--- config.mk ---
export PLATFORM = sky130hd
export DESIGN_NAME = alu8_flags_top
export DESIGN_NICKNAME = d
export VERILOG_FILES = /design/src/rtl/alu8_pkg.sv /design/src/rtl/alu8_ctrl.sv /design/src/rtl/alu8_bcd_adjust.sv /design/src/rtl/alu8_datapath.sv /design/src/rtl/alu8_flags_top.sv
export SDC_FILE = /design/constraint.sdc
export NUM_CORES = 1
export LEC_CHECK = 0
export ABC_AREA = 1
export BUFFER_PORTS_ARGS = -buffer_cell sky130_fd_sc_hd__buf_2
export CAP_MARGIN = 15
export CELL_PAD_IN_SITES_DETAIL_PLACEMENT = 1
export CELL_PAD_IN_SITES_GLOBAL_PLACEMENT = 2
export CORE_UTILIZATION = 30
export DETAILED_ROUTE_END_ITERATION = 8
export PLACE_DENSITY_LB_ADDON = 0.12
export REMOVE_ABC_BUFFERS = 1
export SKIP_LAST_GASP = 1
export SLEW_MARGIN = 10
export SYNTH_ARGS = -nofsm -noshare
export SYNTH_HDL_FRONTEND = slang
export SYNTH_HIERARCHICAL = 1
export SYNTH_SLANG_ARGS = --single-unit
--- constraint.sdc ---
create_clock -name vclk -period 5.1
set_input_delay 0.765 -clock vclk [all_inputs]
set_output_delay 0.765 -clock vclk [all_outputs]
set_load 0.01 [all_outputs]
--- src/rtl/alu8_pkg.sv ---
package alu8_pkg;
  localparam int DATA_W = 8;
  localparam int NIB_W  = DATA_W / 2;
  localparam int OP_W   = 4;
  localparam int BCD_MAX = 9;

  typedef enum logic [OP_W-1:0] {
    OP_ADD  = 4'd0,  OP_ADDC = 4'd1,  OP_SUBB = 4'd2,  OP_INC  = 4'd3,
    OP_DEC  = 4'd4,  OP_AND  = 4'd5,  OP_OR   = 4'd6,  OP_XOR  = 4'd7,
    OP_CPL  = 4'd8,  OP_CLR  = 4'd9,  OP_RL   = 4'd10, OP_RR   = 4'd11,
    OP_RLC  = 4'd12, OP_RRC  = 4'd13, OP_SWAP = 4'd14, OP_DA   = 4'd15
  } aluOp_e;

  typedef enum logic [1:0] {B_OPER, B_ZERO, B_ONES} bSel_e;
  typedef enum logic [1:0] {CI_ZERO, CI_ONE, CI_FLAG, CI_NFLAG} ciSel_e;
  typedef enum logic [2:0] {RES_ADDER, RES_LOGIC, RES_ROT, RES_SWAP, RES_DA} resSel_e;
  typedef enum logic [2:0] {LG_AND, LG_OR, LG_XOR, LG_NOT, LG_ZERO} logicOp_e;
  typedef enum logic [1:0] {ROT_L, ROT_R, ROT_LC, ROT_RC} rotOp_e;
  typedef enum logic [1:0] {CSRC_ADD, CSRC_ROT, CSRC_DA} cSrc_e;

  typedef struct packed {
    bSel_e    bSel;
    ciSel_e   ciSel;
    logic     subMode;
    resSel_e  resSel;
    logicOp_e logicOp;
    rotOp_e   rotOp;
    cSrc_e    cSrc;
    logic     cWe;
    logic     acWe;
    logic     ovWe;
  } aluCtrl_t;
endpackage

--- src/rtl/alu8_ctrl.sv ---
module alu8_ctrl
  import alu8_pkg::*;
(
  input  aluOp_e   op,
  output aluCtrl_t ctrl
);
  always_comb begin
    ctrl = '{bSel: B_OPER, ciSel: CI_ZERO, subMode: 1'b0, resSel: RES_ADDER,
             logicOp: LG_AND, rotOp: ROT_L, cSrc: CSRC_ADD,
             cWe: 1'b0, acWe: 1'b0, ovWe: 1'b0};
    unique case (op)
      OP_ADD: begin
        ctrl.cWe = 1'b1; ctrl.acWe = 1'b1; ctrl.ovWe = 1'b1;
      end
      OP_ADDC: begin
        ctrl.ciSel = CI_FLAG;
        ctrl.cWe = 1'b1; ctrl.acWe = 1'b1; ctrl.ovWe = 1'b1;
      end
      OP_SUBB: begin
        ctrl.ciSel = CI_NFLAG;
        ctrl.subMode = 1'b1;
        ctrl.cWe = 1'b1; ctrl.acWe = 1'b1; ctrl.ovWe = 1'b1;
      end
      OP_INC: begin
        ctrl.bSel = B_ZERO; ctrl.ciSel = CI_ONE;
      end
      OP_DEC: begin
        ctrl.bSel = B_ONES; ctrl.ciSel = CI_ZERO;
      end
      OP_AND: begin ctrl.resSel = RES_LOGIC; ctrl.logicOp = LG_AND;  end
      OP_OR:  begin ctrl.resSel = RES_LOGIC; ctrl.logicOp = LG_OR;   end
      OP_XOR: begin ctrl.resSel = RES_LOGIC; ctrl.logicOp = LG_XOR;  end
      OP_CPL: begin ctrl.resSel = RES_LOGIC; ctrl.logicOp = LG_NOT;  end
      OP_CLR: begin ctrl.resSel = RES_LOGIC; ctrl.logicOp = LG_ZERO; end
      OP_RL:  begin ctrl.resSel = RES_ROT; ctrl.rotOp = ROT_L; end
      OP_RR:  begin ctrl.resSel = RES_ROT; ctrl.rotOp = ROT_R; end
      OP_RLC: begin
        ctrl.resSel = RES_ROT; ctrl.rotOp = ROT_LC;
        ctrl.cSrc = CSRC_ROT; ctrl.cWe = 1'b1;
      end
      OP_RRC: begin
        ctrl.resSel = RES_ROT; ctrl.rotOp = ROT_RC;
        ctrl.cSrc = CSRC_ROT; ctrl.cWe = 1'b1;
      end
      OP_SWAP: ctrl.resSel = RES_SWAP;
      OP_DA: begin
        ctrl.resSel = RES_DA; ctrl.cSrc = CSRC_DA; ctrl.cWe = 1'b1;
      end
      default: ;
    endcase
  end
endmodule

--- src/rtl/alu8_bcd_adjust.sv ---
module alu8_bcd_adjust
  import alu8_pkg::*;
(
  input  logic [DATA_W-1:0] valIn,
  input  logic              carryIn,
  input  logic              auxCarryIn,
  output logic [DATA_W-1:0] valOut,
  output logic              carryOut
);
  localparam logic [DATA_W:0] LOW_FIX  = (DATA_W+1)'(6);
  localparam logic [DATA_W:0] HIGH_FIX = (DATA_W+1)'(6) << NIB_W;

  logic            lowAdj, highAdj;
  logic [DATA_W:0] step1, step2;

  always_comb begin
    lowAdj  = (valIn[NIB_W-1:0] > NIB_W'(BCD_MAX)) || auxCarryIn;
    step1   = {1'b0, valIn} + (lowAdj ? LOW_FIX : '0);
    highAdj = (step1[DATA_W-1:NIB_W] > NIB_W'(BCD_MAX)) || carryIn || step1[DATA_W];
    step2   = {1'b0, step1[DATA_W-1:0]} + (highAdj ? HIGH_FIX : '0);
    valOut  = step2[DATA_W-1:0];
    // the adjust can only raise the carry, never drop it
    carryOut = carryIn | step1[DATA_W] | step2[DATA_W];
  end
endmodule

--- src/rtl/alu8_datapath.sv ---
module alu8_datapath
  import alu8_pkg::*;
(
  input  aluCtrl_t          ctrl,
  input  logic [DATA_W-1:0] opA,
  input  logic [DATA_W-1:0] opB,
  input  logic              carryIn,
  input  logic              auxCarryIn,
  output logic [DATA_W-1:0] result,
  output logic              carryNew,
  output logic              auxNew,
  output logic              ovNew
);
  localparam int MSB = DATA_W - 1;

  // shared adder: subtraction runs as A + ~B + ~C
  logic [DATA_W-1:0] bVal, bEff;
  logic              cinBit;
  logic [DATA_W:0]   sumFull;
  logic              carryIntoMsb, carryOutMsb, carryOutNib;

  always_comb begin
    unique case (ctrl.bSel)
      B_ZERO:  bVal = '0;
      B_ONES:  bVal = '1;
      default: bVal = opB;
    endcase
    bEff = ctrl.subMode ? ~bVal : bVal;
    unique case (ctrl.ciSel)
      CI_ONE:   cinBit = 1'b1;
      CI_FLAG:  cinBit = carryIn;
      CI_NFLAG: cinBit = ~carryIn;
      default:  cinBit = 1'b0;
    endcase
    sumFull      = {1'b0, opA} + {1'b0, bEff} + {{DATA_W{1'b0}}, cinBit};
    carryOutMsb  = sumFull[DATA_W];
    carryIntoMsb = sumFull[MSB] ^ opA[MSB] ^ bEff[MSB];
    carryOutNib  = sumFull[NIB_W] ^ opA[NIB_W] ^ bEff[NIB_W];
  end

  // bitwise unit
  logic [DATA_W-1:0] logicRes;
  always_comb begin
    unique case (ctrl.logicOp)
      LG_AND:  logicRes = opA & opB;
      LG_OR:   logicRes = opA | opB;
      LG_XOR:  logicRes = opA ^ opB;
      LG_NOT:  logicRes = ~opA;
      default: logicRes = '0;
    endcase
  end

  // rotate networks, one wire per bit
  logic [DATA_W-1:0] rotLeft, rotRight;
  for (genvar i = 0; i < DATA_W; i++) begin : g_rot
    assign rotLeft[i]  = opA[(i + DATA_W - 1) % DATA_W];
    assign rotRight[i] = opA[(i + 1) % DATA_W];
  end

  logic [DATA_W-1:0] rotRes;
  logic              rotCarry;
  always_comb begin
    unique case (ctrl.rotOp)
      ROT_L:   rotRes = rotLeft;
      ROT_R:   rotRes = rotRight;
      ROT_LC:  rotRes = {rotLeft[MSB:1], carryIn};
      default: rotRes = {carryIn, rotRight[MSB-1:0]};
    endcase
    rotCarry = (ctrl.rotOp == ROT_LC) ? opA[MSB] : opA[0];
  end

  logic [DATA_W-1:0] swapRes;
  assign swapRes = {opA[NIB_W-1:0], opA[DATA_W-1:NIB_W]};

  logic [DATA_W-1:0] daRes;
  logic              daCarry;
  alu8_bcd_adjust bcd_i (
    .valIn      (opA),
    .carryIn    (carryIn),
    .auxCarryIn (auxCarryIn),
    .valOut     (daRes),
    .carryOut   (daCarry)
  );

  always_comb begin
    unique case (ctrl.resSel)
      RES_LOGIC: result = logicRes;
      RES_ROT:   result = rotRes;
      RES_SWAP:  result = swapRes;
      RES_DA:    result = daRes;
      default:   result = sumFull[DATA_W-1:0];
    endcase
    unique case (ctrl.cSrc)
      CSRC_ROT: carryNew = rotCarry;
      CSRC_DA:  carryNew = daCarry;
      default:  carryNew = carryOutMsb ^ ctrl.subMode;
    endcase
    auxNew = carryOutNib ^ ctrl.subMode;
    ovNew  = carryIntoMsb ^ carryOutMsb;
  end
endmodule

--- src/rtl/alu8_flags_top.sv ---
module alu8_flags_top
  import alu8_pkg::*;
(
  input  logic [7:0] opA,
  input  logic [7:0] opB,
  input  logic [3:0] aluOp,
  input  logic       carryIn,
  input  logic       auxCarryIn,
  output logic [7:0] result,
  output logic       carryOut,
  output logic       auxCarryOut,
  output logic       ovOut,
  output logic       cWe,
  output logic       acWe,
  output logic       ovWe
);
  aluCtrl_t ctrl;
  logic     carryNew, auxNew, ovNew;

  alu8_ctrl ctrl_i (
    .op   (aluOp_e'(aluOp)),
    .ctrl (ctrl)
  );

  alu8_datapath dp_i (
    .ctrl       (ctrl),
    .opA        (opA),
    .opB        (opB),
    .carryIn    (carryIn),
    .auxCarryIn (auxCarryIn),
    .result     (result),
    .carryNew   (carryNew),
    .auxNew     (auxNew),
    .ovNew      (ovNew)
  );

  assign cWe         = ctrl.cWe;
  assign acWe        = ctrl.acWe;
  assign ovWe        = ctrl.ovWe;
  assign carryOut    = ctrl.cWe  ? carryNew : carryIn;
  assign auxCarryOut = ctrl.acWe ? auxNew   : auxCarryIn;
  assign ovOut       = ctrl.ovWe & ovNew;
endmodule

==> flow_summary.toml <==
[run_status]
status = "complete, no violations"

[synthesis]
syn_area_um2 = 2050
syn_inst = 368
ys_warn_count = 6
avgSynthCellArea_um2 = 5.57
seq_area_frac_synth_pct = 0
yosysUniqueCellTypes = 32

[power_and_ir_drop]
p_int_uw = 100
combPwrFrac_pct = 100.0
switchingPower_uw = 180
seq_power_share_pct = 0
irDropWorstVdd_v = 0.0000463
power_leakage_uw = 0.00126
swShare_pct = 64.3
power_frac_clock_pct = 0
power_density_nw_per_um2 = 122

[min_path]
min_to = "auxCarryOut"
min_from = "auxCarryIn"
min_path_cells = 4
hp-class = "in2out"

[timing]
fmax_ghz = 0.217
timing.final.crit_period_ns = 4.61
worst_pin_slew_ns = 0.860
slew_violations = 0
hold_viol_final = 0
whs_ns = 1.83
finalSetupTns_ns = 0
grt_setup_unrepaired = "false"
relSlewSlack_pct = 42.1
setup_violations = 0
fin_crit_sh_pct = 90.4

[finish]
fillerInstances = 939
multi_input_area_um2 = 1770
fin_nets = 458
seq_cell_count = 0
area_growth_pct = 12.1
stdcell_count = 478
diodes = 0
nClkBuffers = 0
final_common_cell = "nand2_1"
ff_latch_area_um2 = 0
drive_gt1_share_pct = 15.2
layout_common_cells = "nand2_1 (105), inv_1 (58), o21ai_0 (42), buf_2 (36), ha_1 (30)"

[detailed_routing]
viasPerCell = 5.07
routed_wl_mm = 7.22
routedWlPerCell_um = 15.1
vias = 2424
first_iter_violations = 150
drt_pass1_iterations = 6
ant_nets = 0
drc = 0

[global_routing]
grt_max_degree = 13
grt_pass1_wl_mm = 11.8
antenna_found_initial = 0
grt_pass1_vias = 2364
grt_overflow_total = 0
grt_usage_pct = 20.7

[worst_setup_path]
cp-start-kind = "input port"
worstPathArrival_ns = 3.85
critPathMaxFanout = 9
crit_required_ns = 4.34
path_class = "in2out"
worst_setup_path_end_kind = "output port"

[floorplan]
fp.dieW_um = 84.7
coreArea_um2 = 6460
die_height_um = 84.7
pin_count = 36
die-area_um2 = 7170
start_util_pct = 31.8
rows = 29

[placed_design]
gp_congestion = 0.841
port_buffers = 36
dpl.cell_count = 478
dpl.hpwl_mm = 6.16

[clock_network]
post_cts_buffers = 0
post_cts_resized = 0
cts_hold_buffers = 0

[flow_run]
maxCapViolations = 0
## metrics by stage
stage	worst slack (ns)	instance area (um^2)	total power (uW)	utilization, %
floorplan	1.03	2010	184	-
detailed placement	0.472	2300	282	35.6
global placement	0.565	2300	278	35.6
CTS	0.464	2300	284	35.6
finish	0.490	2300	280	35.6
global route	0.134	2300	319	35.6
## final cells by class
class	instances	share of cell area, %
Multi-Input combinational cell	299	77.0
Inverter	65	10.6
Timing Repair Buffer	37	8.17
Tap cell	77	4.19
## worst max path at each step
stage                         from  slack (ns)        to
after global routing      aluOp[2]        0.13     ovOut
after detailed placement  aluOp[2]        0.47     ovOut
final                     aluOp[2]        0.49     ovOut
after global placement    aluOp[3]        0.57  carryOut
after floorplan           aluOp[3]        1.03     ovOut
after CTS                 aluOp[2]        0.46     ovOut
## routing by layer
layer	track usage (%)	up-vias	share of wire (%)
met4	3.54	0	1.8
met5	0	-	0
met3	0.197	11	6.1
met1	29.3	1096	48
li1	-	1257	-
met2	35.8	60	44
## synth_stat cells
| master | n | share of area [%] |
|---|---|---|
| nor3_2 | 1 | 0.49 |
| fa_1 | 3 | 2.9 |
| clkbuf_8 | 1 | 0.67 |
| inv_1 | 58 | 11 |
| o21ai_1 | 6 | 1.5 |
| nand2_4 | 2 | 1.1 |
| inv_2 | 6 | 1.1 |
| nor2_2 | 2 | 0.61 |
| nor3_4 | 1 | 0.79 |
| nand2_2 | 6 | 1.8 |
| a21oi_1 | 14 | 3.4 |
| o221ai_1 | 2 | 0.85 |
| o2111ai_1 | 1 | 0.43 |
| and2_1 | 1 | 0.31 |
| xor2_1 | 13 | 5.6 |
| o21ai_2 | 2 | 0.85 |
| a21oi_2 | 1 | 0.43 |
| o21ai_0 | 42 | 10 |
| nor3b_1 | 1 | 0.37 |
| o211ai_1 | 4 | 1.5 |
| nand3_1 | 19 | 4.6 |
| clkinv_1 | 1 | 0.18 |
| buf_4 | 3 | 1.1 |
| xnor2_1 | 2 | 0.85 |
| a21boi_2 | 1 | 0.55 |
| nor3_1 | 4 | 0.98 |
| nand2_1 | 105 | 19 |
| nand4_1 | 6 | 1.8 |
| nor3b_4 | 1 | 0.92 |
| xor2_2 | 1 | 0.79 |
| nor2_1 | 28 | 5.1 |
| ha_1 | 30 | 18 |
## logic make-up (layout without fill, tap and decap cells)
| group | count (synthesis) | count (layout) | share of synthesized area, % |
|---|---|---|---|
| AO/OA/AOI/OAI | 73 | 73 | 19.7 |
| XOR/XNOR | 16 | 16 | 7.20 |
| adder cells (fa/ha/maj) | 33 | 33 | 21.2 |
| buffers and inverters | 69 | 102 | 13.7 |
| AND/OR/NAND/NOR | 177 | 177 | 38.2 |
## critical path, cell delays in order
cell and delay [ns]:
buf_2 0.12, nor2_1 0.13, inv_1 0.08, nor2_1 0.09
inv_1 0.05, ha_1 0.30, inv_2 0.16, nand2_4 0.10
o21ai_0 0.10, xor2_1 0.11, fa_1 0.46, fa_1 0.43
nand3_1 0.09, nand2_1 0.10, nand2_1 0.10, nand2_1 0.09
nand2_1 0.07, nand2_1 0.06, inv_1 0.06, nand3_1 0.07
nand2_1 0.07, inv_1 0.03, nand2_1 0.04, inv_1 0.03
buf_2 0.12
## power by group through the flow
stage                     Combinational (uW)  Sequential [uW]  Clock (uW)
final                                    280                0           0
after detailed placement                 282                0           0
after global routing                     319                0           0
after CTS                                284                0           0
after global placement                   278                0           0
after floorplan                          184                0           0
Note: power is estimated with default switching activity, not from simulation.
